## src/rtl/rxcoe_pkg.sv

```systemverilog
`timescale 1ns/1ps
package rxcoe_pkg;

  typedef enum logic [1:0] {
    EMIT_PASS  = 2'd0,
    EMIT_SUMHI = 2'd1,
    EMIT_SUMLO = 2'd2
  } emit_state_e;

  localparam logic [15:0] VLAN_TPID = 16'h8100;
  localparam logic [15:0] TYPE_MIN  = 16'h0600;

  // 16-bit ones-complement addition with end-around carry
  function automatic logic [15:0] oc_add(input logic [15:0] a, input logic [15:0] b);
    logic [16:0] s;
    s = {1'b0, a} + {1'b0, b};
    return s[15:0] + {15'd0, s[16]};
  endfunction

endpackage

```

## src/rtl/rxcoe_hdr_parse.sv

```systemverilog
`timescale 1ns/1ps
module rxcoe_hdr_parse #(
  parameter int CNT_W    = 16,
  parameter int MAX_TAGS = 2,
  parameter int TYPE_POS = 12,
  parameter int SNAP_LEN = 8
) (
  input  logic             clk,
  input  logic             rst_n,
  input  logic             fire,
  input  logic             last,
  input  logic [7:0]       byte_in,
  input  logic [CNT_W-1:0] idx,
  input  logic             whole_frame,
  output logic             elig
);
  import rxcoe_pkg::*;

  localparam int TAG_W = $clog2(MAX_TAGS + 1);
  localparam logic [CNT_W-1:0] POS0 = CNT_W'(TYPE_POS);

  logic [CNT_W-1:0] tpos_q, start_q;
  logic [TAG_W-1:0] tags_q;
  logic [7:0]       hi_q;
  logic             found_q;
  logic [15:0]      type_val;
  logic             is_tag;

  always_comb begin
    type_val = {hi_q, byte_in};
    is_tag   = (type_val == VLAN_TPID) && (tags_q < TAG_W'(MAX_TAGS));
  end

  always_ff @(posedge clk) begin
    if (!rst_n) begin
      tpos_q  <= POS0;
      start_q <= '0;
      tags_q  <= '0;
      hi_q    <= '0;
      found_q <= 1'b0;
    end else if (fire) begin
      if (last) begin
        tpos_q  <= POS0;
        tags_q  <= '0;
        found_q <= 1'b0;
      end else if (!found_q) begin
        if (idx == tpos_q) hi_q <= byte_in;
        if (idx == tpos_q + CNT_W'(1)) begin
          if (is_tag) begin
            tags_q <= tags_q + TAG_W'(1);
            tpos_q <= tpos_q + CNT_W'(4);
          end else begin
            found_q <= 1'b1;
            start_q <= (type_val < TYPE_MIN) ? tpos_q + CNT_W'(2 + SNAP_LEN)
                                             : tpos_q + CNT_W'(2);
          end
        end
      end
    end
  end

  assign elig = whole_frame | (found_q && (idx >= start_q));

endmodule

```

## src/rtl/rxcoe_tail_delay.sv

```systemverilog
`timescale 1ns/1ps
module rxcoe_tail_delay #(
  parameter int DEPTH = 4
) (
  input  logic       clk,
  input  logic       rst_n,
  input  logic       fire,
  input  logic       last,
  input  logic [7:0] din,
  input  logic       use_in,
  output logic [7:0] dout,
  output logic       use_out
);
  logic [7:0] d_q [DEPTH];
  logic       u_q [DEPTH];
  logic [7:0] d_src [DEPTH];
  logic       u_src [DEPTH];

  for (genvar k = 0; k < DEPTH; k++) begin : g_stage
    if (k == 0) begin : g_head
      assign d_src[k] = din;
      assign u_src[k] = use_in;
    end else begin : g_body
      assign d_src[k] = d_q[k-1];
      assign u_src[k] = u_q[k-1];
    end

    always_ff @(posedge clk) begin
      if (!rst_n) begin
        d_q[k] <= '0;
        u_q[k] <= 1'b0;
      end else if (fire) begin
        d_q[k] <= d_src[k];
        u_q[k] <= last ? 1'b0 : u_src[k];
      end
    end
  end

  assign dout    = d_q[DEPTH-1];
  assign use_out = u_q[DEPTH-1];

endmodule

```

## src/rtl/rxcoe_csum.sv

```systemverilog
`timescale 1ns/1ps
module rxcoe_csum (
  input  logic        clk,
  input  logic        rst_n,
  input  logic        fire,
  input  logic        last,
  input  logic        add_en,
  input  logic [7:0]  add_byte,
  output logic [15:0] csum
);
  import rxcoe_pkg::*;

  logic [15:0] acc_q, acc_n, fin;
  logic [7:0]  hi_q, hi_n;
  logic        pend_q, pend_n;

  always_comb begin
    acc_n  = acc_q;
    hi_n   = hi_q;
    pend_n = pend_q;
    if (add_en) begin
      if (pend_q) begin
        acc_n  = oc_add(acc_q, {hi_q, add_byte});
        pend_n = 1'b0;
      end else begin
        hi_n   = add_byte;
        pend_n = 1'b1;
      end
    end
    fin = pend_n ? oc_add(acc_n, {hi_n, 8'h00}) : acc_n;
  end

  always_ff @(posedge clk) begin
    if (!rst_n) begin
      acc_q  <= '0;
      hi_q   <= '0;
      pend_q <= 1'b0;
      csum   <= '0;
    end else if (fire) begin
      if (last) begin
        csum   <= fin;
        acc_q  <= '0;
        pend_q <= 1'b0;
      end else begin
        acc_q  <= acc_n;
        hi_q   <= hi_n;
        pend_q <= pend_n;
      end
    end
  end

endmodule

```

## src/rtl/rx_csum_offload.sv

```systemverilog
`timescale 1ns/1ps
module rx_csum_offload #(
  parameter int CNT_W     = 16,
  parameter int FCS_BYTES = 4,
  parameter int MAX_TAGS  = 2
) (
  input  logic             clk,
  input  logic             rst_n,
  input  logic             cfg_enable,
  input  logic             cfg_mode,
  input  logic             in_valid,
  output logic             in_ready,
  input  logic [7:0]       in_data,
  input  logic             in_last,
  output logic             out_valid,
  input  logic             out_ready,
  output logic [7:0]       out_data,
  output logic             out_last,
  output logic             len_valid,
  output logic [CNT_W-1:0] len_bytes
);
  import rxcoe_pkg::*;

  emit_state_e      st_q;
  logic [CNT_W-1:0] idx_q, nbytes_q;
  logic             en_q, mode_q;
  logic             sof, en_cur, mode_cur;
  logic             fire, out_fire;
  logic             elig, tail_use;
  logic [7:0]       tail_byte;
  logic [15:0]      csum;

  assign sof      = (idx_q == '0);
  assign en_cur   = sof ? cfg_enable : en_q;
  assign mode_cur = sof ? cfg_mode   : mode_q;

  always_comb begin
    case (st_q)
      EMIT_SUMHI: begin
        in_ready = 1'b0; out_valid = 1'b1; out_data = csum[15:8]; out_last = 1'b0;
      end
      EMIT_SUMLO: begin
        in_ready = 1'b0; out_valid = 1'b1; out_data = csum[7:0]; out_last = 1'b1;
      end
      default: begin
        in_ready  = out_ready;
        out_valid = in_valid;
        out_data  = in_data;
        out_last  = in_last && !en_cur;
      end
    endcase
  end

  assign fire     = in_valid && in_ready;
  assign out_fire = out_valid && out_ready;

  rxcoe_hdr_parse #(.CNT_W(CNT_W), .MAX_TAGS(MAX_TAGS)) u_parse (
    .clk(clk), .rst_n(rst_n), .fire(fire), .last(in_last),
    .byte_in(in_data), .idx(idx_q), .whole_frame(mode_cur), .elig(elig)
  );

  rxcoe_tail_delay #(.DEPTH(FCS_BYTES)) u_tail (
    .clk(clk), .rst_n(rst_n), .fire(fire), .last(in_last),
    .din(in_data), .use_in(elig), .dout(tail_byte), .use_out(tail_use)
  );

  rxcoe_csum u_sum (
    .clk(clk), .rst_n(rst_n), .fire(fire), .last(in_last),
    .add_en(fire && tail_use), .add_byte(tail_byte), .csum(csum)
  );

  always_ff @(posedge clk) begin
    if (!rst_n) begin
      st_q      <= EMIT_PASS;
      idx_q     <= '0;
      nbytes_q  <= '0;
      en_q      <= 1'b0;
      mode_q    <= 1'b0;
      len_valid <= 1'b0;
      len_bytes <= '0;
    end else begin
      len_valid <= out_fire && out_last;
      if (out_fire && out_last)
        len_bytes <= (st_q == EMIT_PASS) ? idx_q + CNT_W'(1) : nbytes_q;
      if (fire) begin
        if (sof) begin
          en_q   <= cfg_enable;
          mode_q <= cfg_mode;
        end
        if (in_last) begin
          idx_q    <= '0;
          nbytes_q <= idx_q + CNT_W'(3);
          if (en_cur) st_q <= EMIT_SUMHI;
        end else if (idx_q != '1) begin
          idx_q <= idx_q + CNT_W'(1);
        end
      end
      if (out_fire && st_q == EMIT_SUMHI) st_q <= EMIT_SUMLO;
      if (out_fire && st_q == EMIT_SUMLO) st_q <= EMIT_PASS;
    end
  end

endmodule

```

## config.mk

```make
export PLATFORM = sky130hd
export DESIGN_NAME = rx_csum_offload
export DESIGN_NICKNAME = d
export VERILOG_FILES = /design/src/rtl/rxcoe_pkg.sv /design/src/rtl/rxcoe_hdr_parse.sv /design/src/rtl/rxcoe_tail_delay.sv /design/src/rtl/rxcoe_csum.sv /design/src/rtl/rx_csum_offload.sv
export SDC_FILE = /design/constraint.sdc
export NUM_CORES = 1
export LEC_CHECK = 0
export BUFFER_PORTS_ARGS = -buffer_cell sky130_fd_sc_hd__buf_2
export CORE_AREA = 5 5 142 158
export CTS_BUF_LIST = sky130_fd_sc_hd__clkbuf_2
export DETAILED_ROUTE_END_ITERATION = 6
export DIE_AREA = 0 0 147 163
export PLACE_DENSITY = 0.74
export SLEW_MARGIN = 20
export SYNTH_ARGS = -nofsm -noshare
export SYNTH_HDL_FRONTEND = slang
export SYNTH_SLANG_ARGS = --single-unit
```

## constraint.sdc

```tcl
create_clock -name clk -period 8.9 [get_ports clk]
set_input_delay 1.78 -clock clk [delete_from_list [all_inputs] [get_ports clk]]
set_output_delay 1.78 -clock clk [all_outputs]
set_load 0.01 [all_outputs]
```

# Yosys cells after proc, flatten, opt, wreduce, memory -nomap -nowiden
# Memory sizes are Yosys's and may differ from the RTL's.
# Cells that the tools add are included.
[op_classes]
add_sub_neg = 11
magnitude_cmp = 3
n_eq_ne = 7
muxes = 51
bitwise = 13
reduce_logical = 29
[op_table]
columns = ["cell", "n"]
rows = [
  ["2-to-1 mux 16 bit", 12],
  ["2-to-1 mux 8 bit", 6],
  ["adder 16 x 16 -> 17 bit", 2],
  ["adder 16 x 1 -> 16 bit", 2],
  ["adder 16 x 1 -> 16 bit, second input constant", 2],
  ["adder 16 x 2 -> 16 bit, second input constant", 2],
  ["equality test 16 bit", 2],
  ["2-to-1 mux 1 bit", 23],
  ["adder 16 x 3 -> 16 bit, second input constant", 1],
  ["adder 16 x 4 -> 16 bit, second input constant", 1],
  ["equality test 16 bit, second input constant", 1],
  ["greater-or-equal comparator 16 bit", 1],
  ["zero test 16 bit", 1],
  ["< comparator 16 x 11 -> 1 bit, second input constant", 1],
  ["2-to-1 mux 2 bit", 8],
  ["!= test 16 bit, second input constant", 1],
  ["case mux 8 bit (2 select lines)", 1],
  ["nonzero test 2 bit", 6],
  ["logical AND 1 bit", 9],
  ["bitwise OR 1 bit", 9],
  ["AND reduction 4 bit", 2],
  ["AND reduction 2 bit", 3],
  ["AND reduction 3 bit", 2],
  ["AND reduction 5 bit", 1],
  ["11 further kinds", 15],
]
[totals]
ff_bits = 137
mem_bits_rw = 36
output_inout_bits = 28
word_cells = 133
n_memories = 2
[memory_table]
columns = ["memory", "depth", "width", "read_ports", "rd_clocked_by_memory_dff", "wr", "line_no", "source"]
rows = [
  ["u_tail.d_q", 4, 8, 4, 0, 4, "rxcoe_tail_delay.sv:14", "logic [7:0] d_q [DEPTH];"],
  ["u_tail.u_q", 4, 1, 4, 0, 4, "rxcoe_tail_delay.sv:15", "logic u_q [DEPTH];"],
]

# Longest topological paths before layout
[depth]
ltp_word = 9
mapped_depth = 36

# By module
# Synthesis repeated with hierarchy kept, for this count alone.
[hier_totals]
hier_cells = 1302
hier_area_um2 = 11178.2
[by_module_without_submodules]
columns = ["module", "n_inst", "cells_per_inst", "area_each_um2", "seq_area_each_um2"]
rows = [
  ["rxcoe_csum", 1, 506, 4027.6, 820.8],
  ["rx_csum_offload", 1, 389, 3165.5, 1061.0],
  ["rxcoe_hdr_parse", 1, 325, 2630.0, 800.8],
  ["rxcoe_tail_delay", 1, 82, 1355.0, 1071.0],
]

# Worst setup path before layout
# OpenSTA, ideal clock, no wires.
[synth_path]
path_type = "register -> register"
start = "memory u_tail.d_q[3][0] (netlist: u_tail.d_q[1][8])"
end = "register u_sum.csum[15]"
setup_ns = 0.079
arrival_ns = 6.230
required_ns = 8.821
slack_ns = 2.591
path_stages_with_launch = 37
n_path_buf = 1
period_less_slack_ns = 6.309
cell_sequence = "edfxtp_1 -> ha_1 -> fa_1 -> buf_2 -> a211oi_1 -> o21ai_0 -> a2111oi_0 -> o31ai_1 -> a21oi_1 -> nor2b_1 -> o21ai_0 -> nand2b_1 -> ha_1 -> ha_1 -> inv_1 -> a2111oi_4 -> and3_4 -> nand3_4 -> nand3_1 -> nand2_1 -> ha_1 -> inv_1 -> fa_1 -> inv_1 -> a21oi_1 -> o21bai_1 -> a31oi_1 -> nor2b_1 -> o21ai_0 -> nand2b_1 -> ha_1 -> nor3b_1 -> nand3_1 -> nor4_4 -> xnor2_1 -> a311o_1 -> o211ai_1"
[synth_lines]
columns = ["element", "line_no", "source"]
rows = [
  ["from (decl)", "rxcoe_tail_delay.sv:14", ""],
  ["to (signal assigned)", "rxcoe_csum.sv:41", "csum <= fin;"],
  ["to (decl)", "rxcoe_csum.sv:9", "output logic [15:0] csum"],
]

==> flow_metrics.py <==
metrics = {
    "critical_path": {
        "cp_slowest_stage_delay_ns": 0.59,
        "path_class": "reg2reg",
        "worst_setup_path_end_kind": "flip-flop",
        "crit_path_max_fanout": 5,
        "cp_common_cell": "ha_1",
        "crit_arrival_ns": 8.05,
        "r2r_setup_slack_ns": 1.57,
        "cp-start-kind": "flip-flop",
        "cp.required_ns": 9.62,
        "crit_slowest_cell": "a2111oi_0",
        "rr_startpoint": "u_tail.d_q[1][8]$_SDFFCE_PN0P_",
        "cp-startpoint": "u_tail.d_q[1][8]$_SDFFCE_PN0P_",
    },
    "detailed_routing": {
        "post-route-drc-count": 0,
        "dr.pass1.iters": 4,
        "via_per_inst": 5.80,
        "via_count": 8382,
        "drtAntennaViolNets": 0,
        "drt-wirelength-per-cell_um": 17.1,
        "wl_um": 24700,
        "drtIter0Drc": 558,
    },
    "synth": {
        "synth-async-reset-ratio_pct": 0,
        "synthTopCellsByArea": "dfxtp_1, edfxtp_1, ha_1",
        "synth.avg_cell_area_um2": 8.58,
        "yosysMostFrequentCell": "nor2_1",
        "synth.top_cells.by_count": "nor2_1, dfxtp_1, nand2_1, clkbuf_1, a21oi_1",
        "synth_top_cell_by_area": "dfxtp_1",
        "synthesis.area_um2": 10200,
        "netlist_instances": 1185,
        "synth_nets": 1255,
        "synth_warnings": 0,
        "ys_types": 78,
        "synth_edf_count": 35,
        "synth-seq-cells": 170,
        "synth_ff_type": "dfxtp_1",
        "yosysSeqAreaShare_pct": 36.9,
        "synth_top_area_share_pct": 26.6,
    },
    "clock_tree": {
        "holdBufCountCts": 0,
        "cts_tree": "built",
        "cts.repair.resized": 0,
        "post_cts_buffers": 0,
        "h-tree-depth": 4,
        "cts_buffer_depth": 2,
        "root_buffer": "clkbuf_2",
        "clkTransAtPathRegs_ns": 0.23,
        "clock-sinks": 170,
        "clk_latency_ns": 0.79,
        "cts_made_buffers": 17,
    },
    "layout": {
        "final_area_um2": 10700,
        "drive_gt1_share_pct": 9.74,
        "fin_nets": 1238,
        "syn2layout_area_growth_pct": 5.18,
        "stdcell_count": 1444,
    },
    "place": {
        "portBuffers": 42,
        "dp_hpwl_um": 18000,
        "gp_congestion": 0.879,
        "placed_cells": 1410,
        "placed_area_um2": 10400,
    },
    "floorplanning": {
        "dieArea_um2": 24000,
        "core_region_area_um2": 20800,
        "die_h_um": 163,
        "rows": 56,
        "num_io_pins": 43,
        "start_util_pct": 48.9,
        "die_x_um": 147,
    },
    "power": {
        "ir_drop_uv": 74.8,
        "finalPower_w": 0.00134,
        "powerDensity_nw_per_um2": 126,
        "p_leak_nw": 4.04,
    },
    "sta": {
        "finalClockSkew_ns": 0.0239,
        "tightest_slew_ns": 0.884,
        "relSlewSlack_pct": 40.6,
        "final-max-slew-violation-count": 0,
        "holdWs_ns": 0.468,
        "finalCriticalPeriod_ns": 7.33,
        "fin_setup_tns_ns": 0,
        "fmax_mhz": 136,
        "rsz0062_at_grt": "no",
        "post-route-period-util_pct": 82.3,
        "setup_violations": 0,
        "hold_viol_final": 0,
    },
    "grt": {
        "grt_max_degree": 74,
        "grt.overflow.total": 0,
        "grt_pass1_vias": 7980,
        "grt_pass1_wl_um": 40500,
        "antenna_found_initial": 1,
        "track_usage_pct": 20.9,
    },
    "job": {
        "cap_violations": 0,
    },
    "hold_path": {
        "worst_hold_path_type": "reg2reg",
        "min_from": "len_bytes[12]$_SDFFE_PN0P_",
    },
    "status": {
        "status": "completed",
    },
}
==> cell usage in the layout, fill, tap and decap left out, drive strengths merged, types with 4 or more instances in the layout <==
master	n
a22oi	9
xor2	42
and4	4
xnor2	62
o21ai	47
nor3	12
nand3b	6
nor2	153
o31ai	4
or3	10
a21oi	70
dfxtp	135
a21o	14
clkbuf	17
nor4	8
mux2	10
and3	45
buf	51
nor3b	4
nand3	39
o211ai	18
nand2b	11
ha	53
inv	36
a311oi	5
and2	9
mux2i	29
edfxtp	35
a22o	9
a211oi	39
nor2b	6
o21a	9
or2	5
clkinv	8
nand4	13
nor4b	4
nand2	106
==> kinds of logic after synthesis <==
logic type / count (synthesis) / synth area share (%)
multiplexers: 39 / 3.96
AO/OA/AOI/OAI: 253 / 16.9
buffers and inverters: 120 / 4.64
AND/OR/NAND/NOR: 443 / 21.4
flip-flops: 170 / 36.9
XOR/XNOR: 105 / 9.25
adder cells (fa/ha/maj): 55 / 6.91
==> report_power, final <==
part / internal [W] / total [W] / switching (W)
registers: 0.000807 / 0.000818 / 0.0000108
clock network: 0.000130 / 0.000409 / 0.000279
logic: 0.0000369 / 0.000116 / 0.0000793
==> area by class of cell <==
cell class	count	area, µm²
repair buffers	51	278
clock inverters	15	150
fillers	1940	10100
diodes	2	5.00
flip-flops and latches	170	3750
multi-input cells	895	5980
clock buffers	17	85.1
well taps	261	327
inverters	33	124
==> critical path: cells and delay by family, from the launching register on <==
kind / cells / cell delay [ns]
xor gates and xnor gates: 1 / 0.12
adders and majority gates: 7 / 2.01
buffers and inverters: 3 / 0.27
and+or+nand+nor: 11 / 1.78
AOI/OAI and AO/OA: 13 / 2.63
DFF: 1 / 0.45
==> metal layers <==
| metal | GRT usage (%) | routed length, µm | up-vias |
|---|---|---|---|
| met5 | 0 | 0 | - |
| met4 | 7.75 | 690 | 0 |
| met3 | 3.65 | 1020 | 41 |
| met2 | 35.4 | 11900 | 210 |
| met1 | 26.9 | 11100 | 3972 |
| li1 | - | - | 4159 |
==> registers in the layout, summed over array words and instances, names as in the netlist <==
signal,count
u_tail.d_q,32
st_q,2
u_parse.tags_q,2
u_parse.start_q,15
u_sum.csum,16
u_sum.pend_q,1
u_parse.hi_q,8
idx_q,16
u_parse.tpos_q,14
u_sum.acc_q,16
en_q,1
mode_q,1
len_bytes,16
u_sum.hi_q,8
len_valid,1
u_parse.found_q,1
nbytes_q,16
u_tail.u_q,4
==> through the flow <==
step | setup slack (ns) | util (%)
after floorplan | 2.59 | -
after global placement | 1.87 | 50.2
after detailed placement | 1.64 | 50.2
after CTS | 1.55 | 51.3
after global routing | 0.793 | 51.4
final | 1.57 | 51.4
==> worst paths after layout <==
| check | depth (start not counted) | endpoint |
|---|---|---|
| min | 2 | len_bytes[12]$_SDFFE_PN0P_ |
| max reg2reg | 35 | u_sum.csum[15]$_SDFFE_PN0P_ |
| min reg2reg | 2 | len_bytes[12]$_SDFFE_PN0P_ |
| max | 35 | u_sum.csum[15]$_SDFFE_PN0P_ |
No activity file was read; power rests on OpenSTA's default activity.
